## src/rtl/pwrup_pkg.sv

```systemverilog
package pwrup_pkg;
  typedef enum logic [2:0] {
    S_INIT, S_LATCH, S_DECIDE, S_SLOT, S_TAIL, S_DONE, S_ERR
  } seq_state_t;

  function automatic logic code_reserved(input logic [3:0] code, input int unsigned res_max);
    return 32'(code) <= res_max;
  endfunction
endpackage

```

## src/rtl/pwrup_strap_latch.sv

```systemverilog
module pwrup_strap_latch #(
  parameter int unsigned CODE_W  = 4,
  parameter int unsigned RES_MAX = 4
) (
  input  logic              clk,
  input  logic              rst_n,
  input  logic              pcut,
  input  logic              capture,
  input  logic [CODE_W:0]   strap,
  output logic              pass_sel,
  output logic              reserved,
  output logic              aux_allow
);
  logic [CODE_W-1:0] code_q;
  logic              pass_q;

  always_ff @(posedge clk or negedge rst_n) begin
    if (!rst_n) begin
      code_q <= '0;
      pass_q <= 1'b0;
    end else if (pcut) begin
      code_q <= '0;
      pass_q <= 1'b0;
    end else if (capture) begin
      code_q <= strap[CODE_W-1:0];
      pass_q <= strap[CODE_W];
    end
  end

  assign pass_sel  = pass_q;
  assign reserved  = pwrup_pkg::code_reserved(code_q[3:0], RES_MAX);
  assign aux_allow = code_q[0];

  // the latched straps move only on a capture or a power-cut
  a_r6_strap_hold: assert property (@(posedge clk) disable iff (!rst_n)
    (!capture && !pcut) |=> ($stable(code_q) && $stable(pass_q)));
endmodule

```

## src/rtl/pwrup_pwm_window.sv

```systemverilog
module pwrup_pwm_window #(
  parameter int unsigned PWM_TICKS = 3
) (
  input  logic clk,
  input  logic rst_n,
  input  logic pcut,
  input  logic ms_tick,
  input  logic en,
  input  logic sw_mode,
  output logic mode_o,
  output logic settled
);
  localparam int unsigned CW = $clog2(PWM_TICKS + 1);
  logic [CW-1:0] cnt;
  logic          expired;

  assign expired = (cnt == CW'(PWM_TICKS));

  always_ff @(posedge clk or negedge rst_n) begin
    if (!rst_n)              cnt <= '0;
    else if (pcut || !en)    cnt <= '0;
    else if (ms_tick && !expired) cnt <= cnt + CW'(1);
  end

  assign mode_o  = (en && expired) ? sw_mode : 1'b0;
  assign settled = !en || expired;

  // a freshly enabled regulator always starts inside its PWM window
  a_r5_window_starts: assert property (@(posedge clk) disable iff (!rst_n)
    $rose(en) |-> !expired);
  // the window counter never runs past its limit
  a_r5_cnt_bound: assert property (@(posedge clk) disable iff (!rst_n)
    cnt <= CW'(PWM_TICKS));
endmodule

```

## src/rtl/pwrup_slot_fsm.sv

```systemverilog
module pwrup_slot_fsm #(
  parameter int unsigned N_REG      = 6,
  parameter int unsigned N_SLOT     = 6,
  parameter int unsigned IDX_W      = 3,
  parameter logic [N_SLOT-1:0][IDX_W-1:0] SLOT_ORDER = '0,
  parameter int unsigned INIT_TICKS = 8,
  parameter int unsigned SLOT_TICKS = 2,
  parameter int unsigned BOOST_IDX  = 5,
  parameter int unsigned AUX_IDX    = 4
) (
  input  logic             clk,
  input  logic             rst_n,
  input  logic             pcut,
  input  logic             ms_tick,
  input  logic             reserved,
  input  logic             aux_allow,
  input  logic             all_settled,
  output logic             capture,
  output logic [N_REG-1:0] reg_en,
  output logic             uv_mask,
  output logic             cfg_err,
  output logic             done
);
  import pwrup_pkg::*;

  localparam int unsigned CNT_MAX = (INIT_TICKS > SLOT_TICKS) ? INIT_TICKS : SLOT_TICKS;
  localparam int unsigned CNT_W   = $clog2(CNT_MAX + 1);
  localparam int unsigned SLOT_W  = (N_SLOT > 1) ? $clog2(N_SLOT) : 1;

  seq_state_t       state;
  logic [CNT_W-1:0] cnt;
  logic [SLOT_W-1:0] idx, nxt_idx;
  logic [IDX_W-1:0] first_reg, nxt_reg;

  function automatic logic allowed(input logic [IDX_W-1:0] r, input logic aux_ok);
    return (32'(r) != BOOST_IDX) && (aux_ok || (32'(r) != AUX_IDX));
  endfunction

  assign nxt_idx   = idx + SLOT_W'(1);
  assign first_reg = SLOT_ORDER[0];
  assign nxt_reg   = SLOT_ORDER[nxt_idx];

  always_ff @(posedge clk or negedge rst_n) begin
    if (!rst_n) begin
      state  <= S_INIT;
      cnt    <= '0;
      idx    <= '0;
      reg_en <= '0;
    end else if (pcut) begin
      state  <= S_INIT;
      cnt    <= '0;
      idx    <= '0;
      reg_en <= '0;
    end else begin
      case (state)
        S_INIT: if (ms_tick) begin
          if (cnt == CNT_W'(INIT_TICKS - 1)) begin
            cnt   <= '0;
            state <= S_LATCH;
          end else cnt <= cnt + CNT_W'(1);
        end
        S_LATCH: state <= S_DECIDE;
        S_DECIDE: begin
          if (reserved) state <= S_ERR;
          else begin
            state <= S_SLOT;
            idx   <= '0;
            if (allowed(first_reg, aux_allow)) reg_en[first_reg] <= 1'b1;
          end
        end
        S_SLOT: if (ms_tick) begin
          if (cnt == CNT_W'(SLOT_TICKS - 1)) begin
            cnt <= '0;
            if (32'(idx) == N_SLOT - 1) state <= S_TAIL;
            else begin
              idx <= nxt_idx;
              if (allowed(nxt_reg, aux_allow)) reg_en[nxt_reg] <= 1'b1;
            end
          end else cnt <= cnt + CNT_W'(1);
        end
        S_TAIL: if (all_settled) state <= S_DONE;
        default: ;
      endcase
    end
  end

  assign capture = (state == S_LATCH);
  assign uv_mask = (state != S_DONE) && (state != S_ERR);
  assign cfg_err = (state == S_ERR);
  assign done    = (state == S_DONE);

  // nothing is enabled before the straps have been taken
  a_r1_quiet_init: assert property (@(posedge clk) disable iff (!rst_n)
    (state == S_INIT || state == S_LATCH) |-> (reg_en == '0));
  // at most one new enable per cycle
  a_r2_single_rise: assert property (@(posedge clk) disable iff (!rst_n)
    $countones(reg_en & ~$past(reg_en)) <= 1);
  // the boost regulator is never switched on
  a_r9_no_boost: assert property (@(posedge clk) disable iff (!rst_n)
    !reg_en[BOOST_IDX]);
  // a reserved code leaves every enable low
  a_r8_err_quiet: assert property (@(posedge clk) disable iff (!rst_n)
    (state == S_ERR) |-> (reg_en == '0));
  // power-cut wipes all enables and restarts
  a_r7_pcut_clear: assert property (@(posedge clk) disable iff (!rst_n)
    pcut |=> (reg_en == '0 && state == S_INIT));
endmodule

```

## src/rtl/pwrup_seq.sv

```systemverilog
module pwrup_seq #(
  parameter int unsigned N_REG      = 6,
  parameter int unsigned N_SLOT     = 6,
  parameter int unsigned IDX_W      = (N_REG > 1) ? $clog2(N_REG) : 1,
  parameter logic [N_SLOT-1:0][IDX_W-1:0] SLOT_ORDER =
    {IDX_W'(4), IDX_W'(5), IDX_W'(3), IDX_W'(2), IDX_W'(0), IDX_W'(1)},
  parameter int unsigned INIT_TICKS = 8,
  parameter int unsigned SLOT_TICKS = 2,
  parameter int unsigned PWM_TICKS  = 3,
  parameter int unsigned BOOST_IDX  = 5,
  parameter int unsigned AUX_IDX    = 4,
  parameter int unsigned RES_MAX    = 4
) (
  input  logic             clk,
  input  logic             rst_n,
  input  logic             pcut,
  input  logic             ms_tick,
  input  logic [4:0]       strap,
  input  logic             uv_in,
  input  logic [N_REG-1:0] sw_mode,
  output logic [N_REG-1:0] reg_en,
  output logic [N_REG-1:0] dis_en,
  output logic [N_REG-1:0] mode_sel,
  output logic             uv_mask,
  output logic             uv_out,
  output logic             pass_sel,
  output logic             cfg_err,
  output logic             done
);
  logic             capture, reserved, aux_allow, all_settled;
  logic [N_REG-1:0] settled;

  pwrup_strap_latch #(.CODE_W(4), .RES_MAX(RES_MAX)) u_strap (
    .clk(clk), .rst_n(rst_n), .pcut(pcut), .capture(capture), .strap(strap),
    .pass_sel(pass_sel), .reserved(reserved), .aux_allow(aux_allow)
  );

  pwrup_slot_fsm #(
    .N_REG(N_REG), .N_SLOT(N_SLOT), .IDX_W(IDX_W), .SLOT_ORDER(SLOT_ORDER),
    .INIT_TICKS(INIT_TICKS), .SLOT_TICKS(SLOT_TICKS),
    .BOOST_IDX(BOOST_IDX), .AUX_IDX(AUX_IDX)
  ) u_fsm (
    .clk(clk), .rst_n(rst_n), .pcut(pcut), .ms_tick(ms_tick),
    .reserved(reserved), .aux_allow(aux_allow), .all_settled(all_settled),
    .capture(capture), .reg_en(reg_en), .uv_mask(uv_mask),
    .cfg_err(cfg_err), .done(done)
  );

  for (genvar i = 0; i < N_REG; i++) begin : g_win
    pwrup_pwm_window #(.PWM_TICKS(PWM_TICKS)) u_win (
      .clk(clk), .rst_n(rst_n), .pcut(pcut), .ms_tick(ms_tick),
      .en(reg_en[i]), .sw_mode(sw_mode[i]),
      .mode_o(mode_sel[i]), .settled(settled[i])
    );
  end

  assign all_settled = &settled;
  assign dis_en      = ~reg_en;
  assign uv_out      = uv_in & ~uv_mask;

  // done only once every enabled regulator has left its PWM window
  a_r11_done_settled: assert property (@(posedge clk) disable iff (!rst_n)
    done |-> all_settled);
endmodule

```

## config.mk

```make
export PLATFORM = sky130hd
export DESIGN_NAME = pwrup_seq
export DESIGN_NICKNAME = d
export VERILOG_FILES = /design/src/rtl/pwrup_pkg.sv /design/src/rtl/pwrup_strap_latch.sv /design/src/rtl/pwrup_pwm_window.sv /design/src/rtl/pwrup_slot_fsm.sv /design/src/rtl/pwrup_seq.sv
export SDC_FILE = /design/constraint.sdc
export NUM_CORES = 1
export LEC_CHECK = 0
export CORE_MARGIN = 4
export CORE_UTILIZATION = 30
export DETAILED_ROUTE_END_ITERATION = 6
export PLACE_DENSITY = 0.49
export SLEW_MARGIN = 20
export SYNTH_ARGS = -nofsm -noshare
export SYNTH_HDL_FRONTEND = slang
export SYNTH_HIERARCHICAL = 1
export SYNTH_SLANG_ARGS = --single-unit
```

## constraint.sdc

```tcl
create_clock -name clk -period 1.8 [get_ports clk]
set_input_delay 0.27 -clock clk [delete_from_list [all_inputs] [get_ports clk]]
set_output_delay 0.27 -clock clk [all_outputs]
set_load 0.005 [all_outputs]
```

==> flow_metrics.py <==
metrics = {
    "outcome": {
        "run_status": "finished clean",
    },
    "sta": {
        "max_slew_margin": 0.707,
        "slew_viol_final": 0,
        "finalWorstSetupSlack_ns": 0.0455,
        "fin_crit_ns": 1.75,
        "fin_crit_sh": 0.975,
        "rsz0062_at_grt": "yes",
        "whs_ns": 0.403,
        "finalSetupTns_ns": 0,
        "hold_viol": 0,
        "setup_viol": 0,
        "finClkSkew_ns": 0.00703,
        "worst_pin_slew_ns": 0.439,
        "max_freq_mhz": 570,
    },
    "detailed_routing": {
        "first_iter_violations": 87,
        "drcViolationCount": 0,
        "via_per_inst": 4.73,
        "dr.pass1.iters": 4,
        "num_vias": 1636,
        "wl_per_cell_um": 13.3,
        "drt_wl_total_um": 4590,
        "ant_nets": 0,
    },
    "place": {
        "dp_slack_ns": -0.0819,
        "place_congestion": 0.733,
        "io_buffers": 38,
        "placed_cell_area_mm2": 0.00259,
        "dp.cells": 330,
        "dp_hpwl_um": 3350,
    },
    "floorplan": {
        "initial_core_util": 0.308,
        "num_rows": 30,
        "die_area_mm2": 0.00832,
        "coreArea_mm2": 0.00676,
        "die_w_um": 91.2,
        "die_y_um": 91.2,
        "ioPinCount": 39,
    },
    "synthesis": {
        "yosysMostFrequentCell": "dfrtp_1",
        "seq_area_frac_synth": 0.397,
        "synth_warnings": 6,
        "async_flop_share": 1.00,
        "yosysTopAreaCellShare": 0.397,
        "syn_inst": 207,
        "avgSynthCellArea_um2": 10.0,
        "syn_nets": 233,
        "synth_top_area_cell": "dfrtp_1",
        "synthTopCellsByCount": "dfrtp_1, nor2_1, nand2b_1",
        "ys.flop_type": "dfrtp_1",
        "synth_edf_count": 0,
        "synth-seq-cells": 33,
        "ys_types": 47,
        "synthTopCellsByArea": "dfrtp_1, ha_1, mux2i_1, nand2b_1, nand2b_4",
        "syn_area_mm2": 0.00208,
    },
    "setup_path": {
        "path_class": "flip-flop to output pin",
        "critPathRequiredTime_ns": 1.53,
        "critPathLaunchType": "flip-flop",
        "rr_startpoint": "g_win[2].u_win/cnt[0]$_DFFE_PN0P_",
        "rrSetupSlack_ns": 0.12,
        "crit_arrival_ns": 1.48,
        "crit_fanout": 3,
        "end_kind": "output pin",
        "rr_endpoint": "u_fsm/state[0]$_DFFE_PN0P_",
        "rr_worst_depth": 9,
        "critPathCapture": "mode_sel[1]",
        "crit_start": "g_win[1].u_win/cnt[0]$_DFFE_PN0P_",
    },
    "clocking": {
        "clkSlewWorstSetupHoldPaths_ns": 0.07,
        "clock_latency_ns": 0.29,
        "cts.sinks": 33,
        "cts_hold_buffers": 0,
        "cts_root_buffer": "clkbuf_8",
        "cts_buffers": 5,
        "cts_buffer_depth": 2,
        "cts_tree": "built",
        "h-tree-depth": 2,
    },
    "power_and_ir_drop": {
        "switching_share": 0.232,
        "switching_power_mw": 0.393,
        "power.leakage_nw": 1.33,
        "powerDensity_mw_per_mm2": 609,
        "p_seq_frac": 0.463,
        "p_clk_frac": 0.432,
        "pwr-share-comb": 0.106,
        "power.internal_mw": 1.30,
        "vdd_ir_drop_max_mv": 0.434,
        "total_power_mw": 1.70,
    },
    "global_route": {
        "grt_pass1_vias": 1583,
        "grt.busiest_layer": "met2",
        "grt-ovfl-total": 0,
        "grt_max_degree": 34,
        "use_met2": 0.176,
        "met1_usage": 0.165,
        "track_usage": 0.117,
        "grt_pass1_wl_um": 7840,
        "groute.layer.met3.usage": 0.0282,
        "antenna_found_initial": 0,
    },
    "cells_and_area": {
        "final_core_util": 0.412,
        "n_antenna_cell": 0,
        "multi_input_area_mm2": 0.00117,
        "drive_gt1_frac": 0.222,
        "final_cell_area_mm2": 0.00279,
        "register_area_um2": 827,
        "area_growth_pct": 34.0,
        "fin_nets": 291,
        "fillerInstances": 689,
        "layout.cells.non_filler": 346,
    },
    "worst_hold_path": {
        "hold_class": "input port to asynchronous set/reset pin",
    },
    "flow_run": {
        "maxCapViolCount": 0,
    },
}
[layer usage]
layer	part of all wire	routed length, um
met2	0.42	1930
met3	0.058	267
met1	0.51	2350
met5	0	0
met4	0.0092	42
[critical path, cell delays in order (launching register included)]
cell and delay [ns]:
dfrtp_1 0.36, ha_2 0.19, and3_2 0.16, clkdlybuf4s50_1 0.49
[final cells by class]
class / instances / share of cell area
multi-input cells: 156 / 0.421
flip-flops and latches: 33 / 0.297
repair buffers: 57 / 0.188
well taps: 80 / 0.0359
clock buffers: 7 / 0.0310
inverters: 12 / 0.0162
clock inverters: 1 / 0.0108
[cell usage in the layout, fill, tap and decap left out, types with 7 or more instances in the layout]
cell             instances
o21ai_0                  7
nand2b_1                16
mux2i_1                 12
clkdlybuf4s50_1         29
nor2_1                  21
dfrtp_1                 32
inv_1                   12
nand2_1                 11
buf_4                   19
[power groups by stage]
| stage | clock [mW] | sequential [mW] | combinational, mW |
|---|---|---|---|
| final | 0.732 | 0.784 | 0.179 |
| after global placement | 0 | 0.798 | 0.181 |
| after CTS | 0.761 | 0.784 | 0.183 |
| after global routing | 0.793 | 0.789 | 0.200 |
| after floorplan | 0 | 0.788 | 0.102 |
| after detailed placement | 0 | 0.797 | 0.182 |
[worst min-delay path by stage]
| stage | startpoint | endpoint | slack, ns | depth (start not counted) |
|---|---|---|---|---|
| 6_report | rst_n | g_win[2].u_win/cnt[0]$_DFFE_PN0P_ | 0.40 | 2 |
| 5_1_grt | rst_n | u_fsm/state[0]$_DFFE_PN0P_ | 0.45 | 2 |
| 4_1_cts | rst_n | g_win[2].u_win/cnt[0]$_DFFE_PN0P_ | 0.42 | 2 |
| 3_5_place_dp | u_strap/code_q[3]$_DFFE_PN0P_ | u_strap/code_q[3]$_DFFE_PN0P_ | 0.52 | 2 |
| 3_3_place_gp | u_strap/code_q[2]$_DFFE_PN0P_ | u_strap/code_q[2]$_DFFE_PN0P_ | 0.50 | 2 |
| 2_1_floorplan | rst_n | g_win[0].u_win/cnt[0]$_DFFE_PN0P_ | -0.03 | 0 |
[kinds of logic (layout without fill, tap and decap cells)]
| group | count (synthesis) | after routing | synth area share |
|---|---|---|---|
| buffers and inverters | 18 | 77 | 0.0451 |
| multiplexers | 12 | 12 | 0.0578 |
| AO/OA/AOI/OAI | 40 | 40 | 0.152 |
| XOR/XNOR | 1 | 1 | 0.00422 |
| adder cells (fa/ha/maj) | 10 | 10 | 0.0602 |
| AND/OR/NAND/NOR | 93 | 93 | 0.284 |
| flip-flops | 33 | 33 | 0.397 |
[registers in the layout (all words and copies together) (netlist names)]
name	flops
u_fsm/idx	3
u_fsm/reg_en	6
u_strap/code_q	4
g_win.u_win/cnt	12
u_fsm/state	3
u_strap/pass_sel	1
u_fsm/cnt	4
[repair_timing]
item,4_1_cts,5_1_grt
pin swaps,2,4
endpoints found under the setup margin,9,6
buffers inserted,4,4
gates resized for setup,10,8
Note: power is estimated with default switching activity, not from simulation.
